==> config.mk <==
export PLATFORM = sky130hd
export DESIGN_NAME = l1_amo_unit
export DESIGN_NICKNAME = d
export VERILOG_FILES = /design/src/rtl/amo_pkg.sv /design/src/rtl/amo_alu.sv /design/src/rtl/amo_line_store.sv /design/src/rtl/l1_amo_unit.sv
export SDC_FILE = /design/constraint.sdc
export NUM_CORES = 1
export LEC_CHECK = 0
export BUFFER_PORTS_ARGS = -buffer_cell sky130_fd_sc_hd__buf_4
export CAP_MARGIN = 20
export CORE_ASPECT_RATIO = 0.9
export CORE_MARGIN = 2
export CORE_UTILIZATION = 60
export DETAILED_ROUTE_END_ITERATION = 6
export GPL_ROUTABILITY_DRIVEN = 0
export PLACE_DENSITY_LB_ADDON = 0.05
export SETUP_SLACK_MARGIN = 0.2
export SYNTH_ARGS = -nofsm -noshare
export SYNTH_HDL_FRONTEND = slang
export SYNTH_HIERARCHICAL = 1
export SYNTH_SLANG_ARGS = --single-unit
==> constraint.sdc <==
create_clock -name clk -period 5.7 [get_ports clk]
set_input_delay 0.855 -clock clk [delete_from_list [all_inputs] [get_ports clk]]
set_output_delay 0.855 -clock clk [all_outputs]
set_load 0.005 [all_outputs]
==> src/rtl/amo_pkg.sv <==
package amo_pkg;
  typedef enum logic [3:0] {
    OP_SWAP = 4'd0,
    OP_ADD  = 4'd1,
    OP_AND  = 4'd2,
    OP_OR   = 4'd3,
    OP_XOR  = 4'd4,
    OP_MIN  = 4'd5,
    OP_MAX  = 4'd6,
    OP_MINU = 4'd7,
    OP_MAXU = 4'd8
  } amo_op_e;

  typedef enum logic [2:0] {
    ST_IDLE   = 3'd0,
    ST_LOOKUP = 3'd1,
    ST_WBACK  = 3'd2,
    ST_FETCH  = 3'd3,
    ST_WAIT   = 3'd4,
    ST_RESP   = 3'd5
  } amo_state_e;
endpackage

==> src/rtl/amo_alu.sv <==
module amo_alu #(
  parameter int W = 32
) (
  input  logic [3:0]   op,
  input  logic [W-1:0] old_val,
  input  logic [W-1:0] operand,
  output logic [W-1:0] new_val
);
  import amo_pkg::*;

  logic lt_s, lt_u;

  always_comb begin
    lt_s = $signed(old_val) < $signed(operand);
    lt_u = old_val < operand;
    case (op)
      OP_SWAP: new_val = operand;
      OP_ADD:  new_val = old_val + operand;
      OP_AND:  new_val = old_val & operand;
      OP_OR:   new_val = old_val | operand;
      OP_XOR:  new_val = old_val ^ operand;
      OP_MIN:  new_val = lt_s ? old_val : operand;
      OP_MAX:  new_val = lt_s ? operand : old_val;
      OP_MINU: new_val = lt_u ? old_val : operand;
      OP_MAXU: new_val = lt_u ? operand : old_val;
      default: new_val = old_val;
    endcase
  end
endmodule

==> src/rtl/amo_line_store.sv <==
module amo_line_store #(
  parameter int NUM_LINES = 8,
  parameter int TAG_W     = 13,
  parameter int W         = 32,
  localparam int IDX_W    = $clog2(NUM_LINES)
) (
  input  logic             clk,
  input  logic             rst,
  input  logic             rd_en,
  input  logic [IDX_W-1:0] rd_idx,
  output logic [W-1:0]     rd_data,
  input  logic [IDX_W-1:0] lk_idx,
  output logic             lk_valid,
  output logic             lk_dirty,
  output logic [TAG_W-1:0] lk_tag,
  input  logic             wr_en,
  input  logic [IDX_W-1:0] wr_idx,
  input  logic [TAG_W-1:0] wr_tag,
  input  logic [W-1:0]     wr_data
);
  logic [W-1:0]     data_mem [NUM_LINES];
  logic [TAG_W-1:0] tag_mem  [NUM_LINES];
  logic [NUM_LINES-1:0] valid_q, dirty_q;

  // Data array: synchronous read and write, no reset, suited to block RAM.
  always_ff @(posedge clk) begin
    if (wr_en) data_mem[wr_idx] <= wr_data;
    if (rd_en) rd_data <= data_mem[rd_idx];
  end

  always_ff @(posedge clk) begin
    if (wr_en) tag_mem[wr_idx] <= wr_tag;
  end

  genvar g;
  generate
    for (g = 0; g < NUM_LINES; g++) begin : g_meta
      always_ff @(posedge clk) begin
        if (rst) begin
          valid_q[g] <= 1'b0;
          dirty_q[g] <= 1'b0;
        end else if (wr_en && wr_idx == IDX_W'(g)) begin
          valid_q[g] <= 1'b1;
          dirty_q[g] <= 1'b1;
        end
      end
    end
  endgenerate

  assign lk_valid = valid_q[lk_idx];
  assign lk_dirty = dirty_q[lk_idx];
  assign lk_tag   = tag_mem[lk_idx];
endmodule

==> src/rtl/l1_amo_unit.sv <==
module l1_amo_unit #(
  parameter int ADDR_W    = 16,
  parameter int NUM_LINES = 8,
  parameter int WORD_W    = 32
) (
  input  logic              clk,
  input  logic              rst,
  input  logic              req_valid,
  output logic              req_ready,
  input  logic [ADDR_W-1:0] req_addr,
  input  logic [3:0]        req_op,
  input  logic [WORD_W-1:0] req_operand,
  output logic              rsp_valid,
  input  logic              rsp_ready,
  output logic [WORD_W-1:0] rsp_old,
  output logic              mem_req_valid,
  input  logic              mem_req_ready,
  output logic              mem_req_write,
  output logic [ADDR_W-1:0] mem_req_addr,
  output logic [WORD_W-1:0] mem_req_wdata,
  input  logic              mem_rsp_valid,
  input  logic [WORD_W-1:0] mem_rsp_data
);
  import amo_pkg::*;

  localparam int IDX_W = $clog2(NUM_LINES);
  localparam int TAG_W = ADDR_W - IDX_W;

  amo_state_e        state_q;
  logic [ADDR_W-1:0] addr_q;
  logic [3:0]        op_q;
  logic [WORD_W-1:0] opnd_q;
  logic [WORD_W-1:0] old_q;

  logic              accept;
  logic [WORD_W-1:0] rd_data, alu_old, alu_new;
  logic              lk_valid, lk_dirty, hit;
  logic [TAG_W-1:0]  lk_tag;
  logic              wr_en;

  assign accept  = req_valid && req_ready;
  assign hit     = lk_valid && (lk_tag == addr_q[ADDR_W-1:IDX_W]);
  assign alu_old = (state_q == ST_LOOKUP) ? rd_data : mem_rsp_data;
  assign wr_en   = (state_q == ST_LOOKUP && hit) ||
                   (state_q == ST_WAIT && mem_rsp_valid);

  amo_line_store #(.NUM_LINES(NUM_LINES), .TAG_W(TAG_W), .W(WORD_W)) u_store (
    .clk      (clk),
    .rst      (rst),
    .rd_en    (accept),
    .rd_idx   (req_addr[IDX_W-1:0]),
    .rd_data  (rd_data),
    .lk_idx   (addr_q[IDX_W-1:0]),
    .lk_valid (lk_valid),
    .lk_dirty (lk_dirty),
    .lk_tag   (lk_tag),
    .wr_en    (wr_en),
    .wr_idx   (addr_q[IDX_W-1:0]),
    .wr_tag   (addr_q[ADDR_W-1:IDX_W]),
    .wr_data  (alu_new)
  );

  amo_alu #(.W(WORD_W)) u_alu (
    .op      (op_q),
    .old_val (alu_old),
    .operand (opnd_q),
    .new_val (alu_new)
  );

  always_ff @(posedge clk) begin
    if (rst) begin
      state_q <= ST_IDLE;
      addr_q  <= '0;
      op_q    <= '0;
      opnd_q  <= '0;
      old_q   <= '0;
    end else begin
      case (state_q)
        ST_IDLE: if (accept) begin
          addr_q  <= req_addr;
          op_q    <= req_op;
          opnd_q  <= req_operand;
          state_q <= ST_LOOKUP;
        end
        ST_LOOKUP: begin
          if (hit) begin
            old_q   <= rd_data;
            state_q <= ST_RESP;
          end else if (lk_valid && lk_dirty) begin
            state_q <= ST_WBACK;
          end else begin
            state_q <= ST_FETCH;
          end
        end
        ST_WBACK: if (mem_req_ready) state_q <= ST_FETCH;
        ST_FETCH: if (mem_req_ready) state_q <= ST_WAIT;
        ST_WAIT: if (mem_rsp_valid) begin
          old_q   <= mem_rsp_data;
          state_q <= ST_RESP;
        end
        ST_RESP: if (rsp_ready) state_q <= ST_IDLE;
        default: state_q <= ST_IDLE;
      endcase
    end
  end

  assign req_ready     = (state_q == ST_IDLE);
  assign rsp_valid     = (state_q == ST_RESP);
  assign rsp_old       = old_q;
  assign mem_req_valid = (state_q == ST_WBACK) || (state_q == ST_FETCH);
  assign mem_req_write = (state_q == ST_WBACK);
  assign mem_req_addr  = (state_q == ST_WBACK) ? {lk_tag, addr_q[IDX_W-1:0]} : addr_q;
  assign mem_req_wdata = rd_data;


  accept_blocks_chk: assert property (@(posedge clk) disable iff (rst)
    req_valid && req_ready |=> !req_ready);


  hit_latency_chk: assert property (@(posedge clk) disable iff (rst)
    (state_q == ST_LOOKUP && hit) |=> rsp_valid && !mem_req_valid);


  wb_then_fetch_chk: assert property (@(posedge clk) disable iff (rst)
    mem_req_valid && mem_req_ready && mem_req_write |=> mem_req_valid && !mem_req_write);


  rsp_hold_chk: assert property (@(posedge clk) disable iff (rst)
    rsp_valid && !rsp_ready |=> rsp_valid && $stable(rsp_old));


  mem_hold_chk: assert property (@(posedge clk) disable iff (rst)
    mem_req_valid && !mem_req_ready |=> mem_req_valid && $stable(mem_req_write)
      && $stable(mem_req_addr) && $stable(mem_req_wdata));
endmodule

* Word level (Yosys, flattened, before mapping)
Memories as Yosys holds them, arrays and structs flattened. A register that Yosys moved wholly into a read port is not among the register bits. Index checks and enable logic that the tools add are counted.
Operators by class: add/subtract/negate cells 1, $lt $le $gt $ge 3, eq/ne operators 27, muxes and demuxes 24, bitwise gates (word level) 3, reduce and logical (&&, ||, !) cells 21
Operator list (number):
- $pmux 32 s9 | 1
- $mux 32 | 7
- $lt 32x32->1 | 2
- $pmux 32 s2 | 1
- $add 32x32->32 | 1
- $and 32x32->32 | 1
- $or 32x32->32 | 1
- $xor 32x32->32 | 1
- $mux 3 | 8
- $eq 3x3->1 const B | 6
- $pmux 3 s6 | 1
- $eq 4x3->1 const B | 4
- $mux 16 | 1
- $eq 13x13->1 | 1
- $eq 3x2->1 const B | 4
- $logic_and 1x1->1 | 12
- $eq 4x2->1 const B | 2
- $ne 2x2->1 const B | 4
- $eq 3x1->1 const B | 2
- $logic_not 3->1 | 2
- $reduce_and 5->1 | 1
- $eq 4x1->1 const B | 1
- $eq 4x4->1 const B | 1
- $logic_not 4->1 | 1
- other kinds (8) | 13
Word-level totals: bits in registers 95, bits in writable memories 360, input port bits 90, output and inout bits 84, logic and storage cells 94, memories kept 2
Memories:
- u_store.data_mem | depth 8, bits a word 32, read ports 1, clocked after Yosys merged registers in 1, write ports 1, line amo_line_store.sv:21 | logic [W-1:0] data_mem [NUM_LINES];
- u_store.tag_mem | depth 8, bits a word 13, read ports 1, clocked after Yosys merged registers in 1, write ports 1, line amo_line_store.sv:22 | logic [TAG_W-1:0] tag_mem [NUM_LINES];

* Logic depth before layout (Yosys ltp)
word-level depth 7, mapped depth 19

* By module
The synthesis kept the hierarchy.
By module, submodules not included:
- amo_line_store | instances 1, cells each 598, area an instance 15175.8 µm², seq. area each 11931.4 µm²
- amo_alu | instances 1, cells each 731, area an instance 4810.9 µm², seq. area each 0.0 µm²
- l1_amo_unit | instances 1, cells each 551, area an instance 4585.6 µm², seq. area each 1741.7 µm²

* Least setup slack after synthesis
OpenSTA, ideal clock, no wires.
path type register -> register, from register addr_q[0], to memory u_store.data_mem[7][0], enable pin, setup time 0.447 ns, arrival time 4.601 ns, required time 5.253 ns, setup slack 0.651 ns, cell stages (with the launch flop) 13, path buffers 3, clock period less this slack 5.049 ns, path through dfxtp_1 -> buf_6 -> buf_6 -> mux4_1 -> mux2_2 -> xor2_1 -> a221oi_1 -> and3_1 -> nand4_2 -> nand2_4 -> buf_12 -> nand2_1 -> nor2_1
On the way: word-level cells in the longest chain between the ends 7
RTL lines:
- start: declaration | line l1_amo_unit.sv:30 | logic [ADDR_W-1:0] addr_q;
- start signal: assignment | line l1_amo_unit.sv:80 | addr_q <= req_addr;
- $bmux 1 s3 | line amo_line_store.sv:50 | assign lk_valid = valid_q[lk_idx];
- $mux 1 (implied by the code) | line amo_line_store.sv:50
- $logic_and 1x1->1 | line l1_amo_unit.sv:42 | assign hit = lk_valid && (lk_tag == addr_q[ADDR_W-1:IDX_W]);
- $logic_and 1x1->1 | line l1_amo_unit.sv:44 | assign wr_en = (state_q == ST_LOOKUP && hit) ||
- $logic_or 1x1->1 | line l1_amo_unit.sv:44
- via wr_en | line l1_amo_unit.sv:39 | logic wr_en;
- $mux 1 | line amo_line_store.sv:27 | if (wr_en) data_mem[wr_idx] <= wr_data;
- $mux 1 (implied by the code) | line amo_line_store.sv:27
- end: declaration | line amo_line_store.sv:21
The timed path passes the listed nets, and every way through them passes these cells. The select of a mux whose other input is x is not followed.

* Worst setup path after layout
from register state_q[1], to memory u_store.data_mem[7][26] (data pin)
On the way: word-level cells in the longest chain between the ends 5
RTL lines:
- start: declaration | line l1_amo_unit.sv:29 | amo_state_e state_q;
- start signal: assignment | line l1_amo_unit.sv:72 | state_q <= ST_IDLE;
- start signal: assignment | line l1_amo_unit.sv:83 | state_q <= ST_LOOKUP;
- start signal: assignment | line l1_amo_unit.sv:88 | state_q <= ST_RESP;
- $eq 3x1->1 * | line l1_amo_unit.sv:43 | assign alu_old = (state_q == ST_LOOKUP) ? rd_data : mem_rsp_data;
- $mux 32 * | line l1_amo_unit.sv:43
- via alu_old[0] | line l1_amo_unit.sv:36 | logic [WORD_W-1:0] rd_data, alu_old, alu_new;
- $lt 32x32->1, on equally long branches | line amo_alu.sv:15, amo_alu.sv:14
- $mux 32, on equally long branches
- $pmux 32 s9 * | line amo_alu.sv:16 | case (op)
- via alu_new[26] | line l1_amo_unit.sv:36
The timed path passes the listed nets; every way through them passes the cells marked *.

==> results.ini <==
[clocking]
clk_path_buf_depth = 3
cts-buffers-inserted = 47
clk_pin_slew_ps = 60
tritoncts = done
htreeDepth = 2
cts_sinks = 487
clockRootBuffer = clkbuf_16
clk_latency_ps = 580
postCtsHoldBufs = 0

[timing]
fmax_ghz = 0.193
skew_ps = 20.6
layout_setup_ws_ps = 529
post-route-period-util = 0.907
rsz0062_at_grt = false
worstMarginPinSlew_ps = 1040
finalHoldViolCount = 0
period_needed_ps = 5170
tns_ps = 0
setup-violations-final = 0
slew-limit-headroom = 0.307
drv_slew = 0

[floorplanning]
ioPinCount = 174
dieHeight_um = 196
placeableCoreArea_um2 = 40600
die_x_um = 217
start_util = 0.606
die-area_um2 = 42600
core.rowCount = 70

[power]
power_uw = 11100
power.switching_uw = 3720
combPwrFrac = 0.316
peakVddDrop_mv = 0.287
p_int_uw = 7390
clock_power_share = 0.270
seqPwrFrac = 0.414
swShare = 0.335
p_per_area_nw_per_um2 = 399
p_leak_uw = 0.0104

[route]
wirelength_mm = 63.0
post_drt_via_cell_ratio = 6.33
drc = 0
drtIter0Drc = 1693
wl_per_cell_um = 24.1
ant_nets = 0
dr.pass1.iters = 6
num_vias = 16500

[synth]
yosysTopAreaCell = edfxtp_1
seq_area_frac_synth = 0.556
yosys_warnings = 6
synth_flop_cell = edfxtp_1
synth_fp_nets = 2067
ys_types = 87
synth-edff-count = 392
synth_top_cell_area_share = 0.479
synth_area_leaders = edfxtp_1 48%, mux4_1 8.2%, dfxtp_1 7.7%, ha_1 4.9%, mux2_2 4.2%
synth_area_um2 = 24600
ys_ff_latch = 487
synth_cells = 1880
synth.avg_cell_area_um2 = 13.1
synthArstFlopShare = 0

[worst_setup_path]
critPathTopFamily = compound AO/OA/AOI/OAI gates
worstPathArrival_ps = 5500
cp-end-kind = flip-flop
worst-path-buf-inv = 2
start_kind = flip-flop
slowest_stage = o311ai_1
required_ps = 6030
crit_type = flip-flop to flip-flop
path_cells = inv_2, nand2_1, or2_4, mux2_2, ha_1, fa_1, a21o_1, and4_2, o311ai_1, a21oi_1, o21ai_1, a21oi_1, o21a_1, o21a_1, a2111oi_0, a211oi_1, buf_4
max_stage_delay_ps = 510
crit_fanout = 20

[cells_and_area]
layout-drive-gt1-share = 0.226
finish.instance_area_um2 = 27900
layout_common_cells = 392 x edfxtp_1, 232 x nand2_1, 215 x buf_4
diodes = 0
area_delta_synth_final_pct = 13.5
nNetsFinal = 2221
final_common_cell = edfxtp_1

[job]
maxCapViolations = 0

[placement]
dp_hpwl_mm = 41.0
portBuffers = 173
pre_cts_ws_ps = 471
dpl_cell_area_um2 = 26400

[run_status]
run_status = completed

[global_route]
antenna_found_initial = 0
grt_max_degree = 67
grt_overflow = 0
grtUsageTotal = 0.298
grt_pass1_vias = 16000
grt_pass1_wl_mm = 95.9

[hold_path]
hp-class = flip-flop to flip-flop

==> logic make-up (layout without fill, tap and decap cells) <==
family	count (synthesis)	count (layout)	share of synthesized area
flops	487	487	0.556
simple gates	433	433	0.0817
compound gates	410	410	0.108
buf+inv	220	412	0.0413
mux	213	213	0.156
fa+ha+maj	97	97	0.0497
xor+xnor	20	20	0.00743
==> registers in the layout (all words and copies together) (netlist names) <==
name              count
addr_q               16
op_q                  4
opnd_q               32
rsp_old              32
state_q               3
u_store/data_mem    256
u_store/dirty_q       8
u_store/rd_data      32
u_store/tag_mem     104
==> power by group through the flow <==
| stage | sequential [uW] | combinational, uW | clock, uW |
|---|---|---|---|
| finish | 4600 | 3510 | 3010 |
| global route | 4620 | 3840 | 3180 |
| CTS | 4600 | 3470 | 3040 |
| detailed placement | 4670 | 3440 | 0 |
| global placement | 4660 | 3360 | 0 |
| floorplan | 4560 | 2390 | 0 |
==> worst reg2reg max path, cell delays in order (launching register included) <==
cell and delay [ps]:
dfxtp_1 420, inv_2 110, nand2_1 130, or2_4 400, mux2_2 440, ha_1 260
fa_1 410, a21o_1 180, and4_2 260, o311ai_1 510, a21oi_1 170, o21ai_1 350
a21oi_1 140, o21a_1 210, o21a_1 180, a2111oi_0 410, a211oi_1 130, buf_4 210
==> through the flow <==
step | cells | hold WS [ps] | util
final | 2612 | 442 | 0.687
after global routing | 2612 | 464 | 0.687
after CTS | 2612 | 444 | 0.687
after detailed placement | 2525 | 435 | 0.651
after global placement | 2525 | 431 | 0.651
after floorplan | 1880 | 421 | -
==> Yosys cell counts (all sizes together) (20+ instances only) <==
master / n
mux2: 120
nor3: 20
a221oi: 20
nand2: 235
buf: 63
clkbuf: 53
dfxtp: 95
a22oi: 22
a21oi: 175
nor2b: 39
a211oi: 24
inv: 104
nor2: 70
edfxtp: 392
mux4: 92
ha: 96
o21ai: 57
==> worst paths after layout <==
kind                                    from                           endpoint  slack, ps  cells past startpoint
min reg2reg  u_store/dirty_q[1]$_SDFFE_PP0P_    u_store/dirty_q[1]$_SDFFE_PP0P_        440                      2
max                  state_q[1]$_SDFFE_PP0P_  u_store/data_mem[7][26]$_DFFE_PP_        530                     17
max reg2reg          state_q[1]$_SDFFE_PP0P_  u_store/data_mem[7][26]$_DFFE_PP_        530                     17
min          u_store/dirty_q[1]$_SDFFE_PP0P_    u_store/dirty_q[1]$_SDFFE_PP0P_        440                      2
==> repair_timing <==
action | 4_1_cts | 5_1_grt
endpoints found under the setup margin | 0 | 32
setup buffers | 0 | 0
resized for setup | 0 | 2
==> routing by layer <==
metal | global-route usage | vias up | part of all wire
met1 | 0.435 | 8259 | 0.43
met2 | 0.476 | 728 | 0.47
met4 | 0.0769 | 0 | 0.021
li1 | - | 7446 | -
met3 | 0.0406 | 102 | 0.081
met5 | 0 | - | 0
==> area by class of cell <==
class / instances / area, um^2
clock buffers: 73 / 1330
clock inverters: 14 / 146
fillers: 2822 / 12700
inverters: 104 / 393
multi-input cells: 1173 / 9920
flip-flops and latches: 487 / 13700
well taps: 540 / 676
repair buffers: 221 / 1730
Note: power is estimated with default switching activity, not from simulation.
